--- src/rtl/cur_svm_pkg.sv ---
package cur_svm_pkg;

  typedef logic [3:0] vec_t;

  localparam vec_t VEC_Z14 = 4'd7;  // S1,S4 leg short
  localparam vec_t VEC_Z36 = 4'd8;  // S3,S6 leg short
  localparam vec_t VEC_Z25 = 4'd9;  // S5,S2 leg short

  localparam logic [5:0] UPPER_MASK = 6'b010101;
  localparam logic [5:0] LOWER_MASK = 6'b101010;

  // bit i of the gate word drives switch S(i+1)
  function automatic logic [5:0] vec_gates(input vec_t v);
    case (v)
      4'd1:    return 6'b100001;
      4'd2:    return 6'b000011;
      4'd3:    return 6'b000110;
      4'd4:    return 6'b001100;
      4'd5:    return 6'b011000;
      4'd6:    return 6'b110000;
      4'd8:    return 6'b100100;
      4'd9:    return 6'b010010;
      default: return 6'b001001;
    endcase
  endfunction

endpackage

--- src/rtl/cur_svm_vecsel.sv ---
module cur_svm_vecsel
  import cur_svm_pkg::*;
#(
  parameter int PERIOD_CNT = 5000,
  parameter int CNT_W      = 13,
  parameter int V_W        = 16
) (
  input  logic [2:0]             sector_i,
  input  logic [CNT_W-1:0]       dwell_a_i,
  input  logic [CNT_W-1:0]       dwell_b_i,
  input  logic signed [V_W-1:0]  vab_i,
  input  logic signed [V_W-1:0]  vac_i,
  input  logic signed [V_W-1:0]  vbc_i,
  output vec_t                   vec_o  [3],
  output logic signed [V_W:0]    volt_o [3],
  output logic [CNT_W-1:0]       len_o  [3]
);

  localparam logic [CNT_W-1:0] P_C = CNT_W'(PERIOD_CNT);

  logic signed [V_W:0] ab, ac, bc;
  logic                valid;
  logic [CNT_W-1:0]    da, db, rem;

  assign ab = {vab_i[V_W-1], vab_i};
  assign ac = {vac_i[V_W-1], vac_i};
  assign bc = {vbc_i[V_W-1], vbc_i};
  assign valid = (sector_i != 3'd0) && (sector_i != 3'd7);

  function automatic logic signed [V_W:0] dc_volt(input vec_t v);
    case (v)
      4'd1:    return ab;
      4'd2:    return ac;
      4'd3:    return bc;
      4'd4:    return -ab;
      4'd5:    return -ac;
      4'd6:    return -bc;
      default: return '0;
    endcase
  endfunction

  always_comb begin
    if (valid) begin
      vec_o[0] = vec_t'(sector_i);
      vec_o[1] = (sector_i == 3'd6) ? 4'd1 : vec_t'(sector_i + 3'd1);
      case (sector_i)
        3'd2, 3'd5: vec_o[2] = VEC_Z25;
        3'd3, 3'd6: vec_o[2] = VEC_Z36;
        default:    vec_o[2] = VEC_Z14;
      endcase
    end else begin
      vec_o[0] = VEC_Z14;
      vec_o[1] = VEC_Z14;
      vec_o[2] = VEC_Z14;
    end
    for (int i = 0; i < 3; i++) volt_o[i] = dc_volt(vec_o[i]);

    da  = (dwell_a_i > P_C) ? P_C : dwell_a_i;
    rem = P_C - da;
    db  = (dwell_b_i > rem) ? rem : dwell_b_i;
    if (valid) begin
      len_o[0] = da;
      len_o[1] = db;
      len_o[2] = rem - db;
    end else begin
      len_o[0] = '0;
      len_o[1] = '0;
      len_o[2] = P_C;
    end
  end

endmodule

--- src/rtl/cur_svm_rank.sv ---
module cur_svm_rank #(
  parameter int W = 17
) (
  input  logic signed [W-1:0] volt_i [3],
  output logic [5:0]          pos_o
);

  // position of entry i = number of entries placed ahead of it;
  // a lower index wins a tie
  for (genvar i = 0; i < 3; i++) begin : g_rank
    logic [2:0] ahead;
    for (genvar j = 0; j < 3; j++) begin : g_cmp
      if (j == i) begin : g_self
        assign ahead[j] = 1'b0;
      end else if (j < i) begin : g_lo
        assign ahead[j] = (volt_i[j] >= volt_i[i]);
      end else begin : g_hi
        assign ahead[j] = (volt_i[j] > volt_i[i]);
      end
    end
    assign pos_o[2*i +: 2] = 2'(ahead[0]) + 2'(ahead[1]) + 2'(ahead[2]);
  end

endmodule

--- src/rtl/cur_svm_seq.sv ---
module cur_svm_seq
  import cur_svm_pkg::*;
#(
  parameter int  PERIOD_CNT = 5000,
  parameter int  V_W        = 16,
  localparam int CNT_W      = $clog2(PERIOD_CNT + 1)
) (
  input  logic                  clk,
  input  logic                  rst,
  input  logic [2:0]            sector_i,
  input  logic [CNT_W-1:0]      dwell_a_i,
  input  logic [CNT_W-1:0]      dwell_b_i,
  input  logic signed [V_W-1:0] vab_i,
  input  logic signed [V_W-1:0] vac_i,
  input  logic signed [V_W-1:0] vbc_i,
  output logic [5:0]            gate_o,
  output logic [1:0]            seg_idx_o,
  output logic                  period_start_o
);

  localparam logic [CNT_W-1:0] P_LAST = CNT_W'(PERIOD_CNT - 1);

  vec_t                cand_vec  [3];
  logic signed [V_W:0] cand_volt [3];
  logic [CNT_W-1:0]    cand_len  [3];
  logic [5:0]          pos;

  cur_svm_vecsel #(.PERIOD_CNT(PERIOD_CNT), .CNT_W(CNT_W), .V_W(V_W)) u_vecsel (
    .sector_i (sector_i),
    .dwell_a_i(dwell_a_i),
    .dwell_b_i(dwell_b_i),
    .vab_i    (vab_i),
    .vac_i    (vac_i),
    .vbc_i    (vbc_i),
    .vec_o    (cand_vec),
    .volt_o   (cand_volt),
    .len_o    (cand_len)
  );

  cur_svm_rank #(.W(V_W + 1)) u_rank (
    .volt_i(cand_volt),
    .pos_o (pos)
  );

  // period state
  logic [CNT_W-1:0] pcnt;
  vec_t             slot_q [3];
  logic [CNT_W-1:0] bnd1_q, bnd2_q;

  // reorder candidates into playback slots
  vec_t             ord_vec [3];
  logic [CNT_W-1:0] ord_len [3];

  always_comb begin
    for (int s = 0; s < 3; s++) begin
      ord_vec[s] = cand_vec[0];
      ord_len[s] = cand_len[0];
      for (int i = 0; i < 3; i++) begin
        if (pos[2*i +: 2] == 2'(s)) begin
          ord_vec[s] = cand_vec[i];
          ord_len[s] = cand_len[i];
        end
      end
    end
  end

  logic             start;
  logic [CNT_W-1:0] ncnt, use_b1, use_b2;
  logic [1:0]       nseg;
  vec_t             nvec;

  always_comb begin
    start  = (pcnt == P_LAST);
    ncnt   = start ? '0 : CNT_W'(pcnt + 1'b1);
    use_b1 = start ? ord_len[0] : bnd1_q;
    use_b2 = start ? CNT_W'(ord_len[0] + ord_len[1]) : bnd2_q;
    if (ncnt < use_b1)      nseg = 2'd0;
    else if (ncnt < use_b2) nseg = 2'd1;
    else                    nseg = 2'd2;
    nvec = start ? ord_vec[nseg] : slot_q[nseg];
  end

  always_ff @(posedge clk) begin
    if (rst) begin
      pcnt           <= P_LAST;
      bnd1_q         <= '0;
      bnd2_q         <= '0;
      for (int s = 0; s < 3; s++) slot_q[s] <= VEC_Z14;
      gate_o         <= vec_gates(VEC_Z14);
      seg_idx_o      <= 2'd2;
      period_start_o <= 1'b0;
    end else begin
      pcnt <= ncnt;
      if (start) begin
        bnd1_q <= use_b1;
        bnd2_q <= use_b2;
        for (int s = 0; s < 3; s++) slot_q[s] <= ord_vec[s];
      end
      gate_o         <= vec_gates(nvec);
      seg_idx_o      <= nseg;
      period_start_o <= start;
    end
  end

endmodule

--- config.mk ---
export PLATFORM = sky130hd
export DESIGN_NAME = cur_svm_seq
export DESIGN_NICKNAME = d
export VERILOG_FILES = /design/src/rtl/cur_svm_pkg.sv /design/src/rtl/cur_svm_vecsel.sv /design/src/rtl/cur_svm_rank.sv /design/src/rtl/cur_svm_seq.sv
export SDC_FILE = /design/constraint.sdc
export NUM_CORES = 1
export LEC_CHECK = 0
export CORE_MARGIN = 5
export CORE_UTILIZATION = 50
export DETAILED_ROUTE_END_ITERATION = 6
export PLACE_DENSITY = 0.71
export SYNTH_ARGS = -nofsm -noshare
export SYNTH_HDL_FRONTEND = slang
export SYNTH_SLANG_ARGS = --single-unit
--- constraint.sdc ---
create_clock -name clk -period 16 [get_ports clk]
set_clock_uncertainty 0.2 [all_clocks]
set_input_delay 3.2 -clock clk [delete_from_list [all_inputs] [get_ports clk]]
set_output_delay 3.2 -clock clk [all_outputs]
set_load 0.02 [all_outputs]
==> impl_metrics.json <==
{
  "status": "complete, no violations",
  "ys.flop_type": "dfxtp_1",
  "grt_remaining_overflow": 0,
  "row_count": 51,
  "multiInputGateArea_um2": 8083,
  "ctsHoldBuffers": 0,
  "cpMostUsedCell": "o21ai_0",
  "grt_max_degree": 58,
  "fin_nets": 1626,
  "core_area_um2": 19400,
  "power.density_nw_per_um2": 132.9,
  "post-cts-setup-buffer-count": 0,
  "worstSetupPathType": "primary input to register",
  "r2r_start": "pcnt[0]$_SDFF_PP1_",
  "wire_per_inst_um": 18.16,
  "grt_pass1_vias": 10120,
  "setup_viol": 0,
  "reg2reg_to": "gate_o[4]$_SDFF_PP0_",
  "drtIter0Drc": 902,
  "num_vias": 10450,
  "end_kind": "register",
  "syn_area_um2": 9847,
  "synth_cell_types": 87,
  "via_per_inst": 6.193,
  "cts-root-buf": "clkbuf_16",
  "fin_setup_tns_ps": 0,
  "max_stage_delay_ps": 740,
  "postLayoutCoreUtil": 0.5801,
  "leakagePower_nw": 4.831,
  "cap_violations": 0,
  "clkSinkCount": 60,
  "die-width_um": 150.3,
  "grt_setup_unrepaired": "no",
  "hold_depth": 2,
  "cp.arrival_ps": 14430,
  "nFillCells": 1890,
  "clkTransAtPathRegs_ps": 50,
  "postRouteAntennaNets": 0,
  "cts_tree": "yes",
  "cp_max_fo": 49,
  "grt_pass1_wl_um": 50380,
  "drt_first_pass_iters": 7,
  "async_flop_share": 0,
  "insertedDiodeCount": 0,
  "synth-seq-area-share": 0.1342,
  "finalCritPeriodShare": 0.8984,
  "cts_resized": 0,
  "routed_wl_um": 30640,
  "h-tree-depth": 3,
  "syn-instance-count": 1339,
  "max_freq_mhz": 69.57,
  "drive_above_1_share": 0.05977,
  "layout_min_cycle_time_ps": 14370,
  "whs_endpoint": "bnd1_q[0]$_SDFFE_PP0P_",
  "start_kind": "primary input",
  "relSlewSlack": 0.4035,
  "syn2layout_area_growth_pct": 14.28,
  "final-seq-area_um2": 1321,
  "die_y_um": 150.3,
  "io_buffers": 87,
  "track_usage": 0.2733,
  "yosys_warnings": 0,
  "hold_ws_ps": 256.0,
  "synth_edf_count": 12,
  "die_area_um2": 22600,
  "reg2reg_slack_ps": 10470,
  "min_from": "bnd1_q[0]$_SDFFE_PP0P_",
  "finalWeightedCongestion": 0.9509,
  "power_w": 0.001496,
  "drc": 0,
  "start_util": 0.5076,
  "synth_seq_cells": 60,
  "cts_inserted_buffers": 9,
  "dpl.hpwl_um": 23750,
  "drv_slew": 0,
  "io_pins": 88,
  "clock_latency_ps": 330,
  "clock_path_buffers": 2,
  "cpMaxStageDelayCell": "nor2_1",
  "r2r_cells": 16,
  "vdd.ir_drop.worst_uv": 69.82,
  "crit_required_ps": 16060,
  "tightest_slew_ps": 888.0,
  "antenna_found_initial": 0,
  "hold_viol": 0,
  "hp-class": "register to register",
  "syn_avg_cell_area_um2": 7.354
}
[logic make-up (layout without fill, tap and decap cells)]
kind of cell,after synthesis,after routing,synth area share
flip-flops,60,60,0.1342
multiplexers,71,71,0.07624
buffers and inverters,141,192,0.05781
adder cells (fa/ha/maj),130,130,0.1667
AND/OR/NAND/NOR,474,474,0.2295
other,2,34,0.0007627
AO/OA/AOI/OAI,388,388,0.2685
XOR/XNOR,73,73,0.06633
[cells in the mapped netlist, types with 9 or more instances]
master      n  area (um^2)
ha_1      128         1602
edfxtp_1   12        360.4
o211ai_1   14        105.1
and2_1     13        81.33
a222oi_1   11        110.1
nand3_1    16        80.08
xnor2_1    34        297.8
clkbuf_1   55        206.5
a21oi_1   101        505.5
inv_1      70        262.8
a22oi_1    14        105.1
nor2b_1    13        81.33
nand4_1    19        118.9
a211oi_1   12        90.09
or2_2      13        81.33
nor3_1     42        210.2
xor2_1     38        332.8
a21o_1     23        172.7
nand2b_1   16        100.1
dfxtp_1    48        960.9
o21a_1     23        172.7
a22o_1     19        166.4
mux2_2     21        236.5
nor4_1     12        75.07
nand2_1   127        476.7
or4_1      11        82.58
and3_1      9        56.30
o21ai_0    78        390.4
nor2_1    156        585.6
a221oi_1    9        78.83
mux2i_1    47        470.5
[power breakdown]
part	switching, W	total, W	internal, W
clock network	0.0000647	0.000169	0.000104
logic	0.000647	0.00111	0.000467
registers	0.0000161	0.000213	0.000197
[worst max-delay path: cells and delay by family]
| family | cells | cell delay [ps] |
|---|---|---|
| mux | 1 | 90 |
| xor+xnor | 1 | 160 |
| buf+inv | 4 | 1490 |
| compound gates | 29 | 5130 |
| fa+ha+maj | 6 | 1750 |
| simple gates | 9 | 2530 |
[layout make-up]
type                       instances  share of cell area
multi-input combinational       1170              0.7183
clock inverter                     3            0.001334
sequential                        60              0.1174
tap                              265             0.02946
inverter                          71             0.02368
clock buffer                      13             0.02135
timing repair buffer             105             0.08850
[placed cells by master (no fill, tap or decap), drive strengths merged, types with 16 or more instances in the layout]
| cell type | count |
|---|---|
| xnor2 | 34 |
| a21o | 23 |
| nand3 | 16 |
| nand2 | 128 |
| conb | 34 |
| nand4 | 19 |
| mux2 | 23 |
| nor3 | 42 |
| nor2 | 157 |
| inv | 70 |
| mux2i | 48 |
| clkdlybuf4s50 | 85 |
| a22o | 19 |
| ha | 128 |
| dfxtp | 48 |
| o21a | 23 |
| o21ai | 78 |
| a21oi | 101 |
| xor2 | 38 |
| nand2b | 16 |
| buf | 20 |
[flip-flops by register name, summed over array words and instances, names as in the netlist]
register	cells
bnd1_q	13
bnd2_q	13
gate_o	6
pcnt	13
period_start_o	1
seg_idx_o	2
slot_q	12
[through the flow]
step	cell area (um^2)	instances	worst slack, ps
global placement	11000	1671	1622
CTS	11250	1687	1802
finish	11250	1687	1625
floorplan	9967	1371	2775
global route	11250	1687	684.0
detailed placement	11000	1671	1523
[worst max-delay path by stage]
stage / endpoint / from
after floorplan: gate_o[4]$_SDFF_PP0_ / sector_i[1]
after global placement: gate_o[4]$_SDFF_PP0_ / sector_i[0]
after detailed placement: gate_o[4]$_SDFF_PP0_ / sector_i[0]
after CTS: gate_o[4]$_SDFF_PP0_ / sector_i[0]
after global routing: gate_o[4]$_SDFF_PP0_ / sector_i[0]
final: gate_o[4]$_SDFF_PP0_ / sector_i[0]
[metal layers]
layer	vias up	track usage	wire, um
met4	0	0.1066	1381
met1	4878	0.3498	12900
met5	-	0	0
met2	419	0.4719	14630
met3	103	0.02800	1725
li1	5047	-	-
Note: power is estimated with default switching activity, not from simulation.
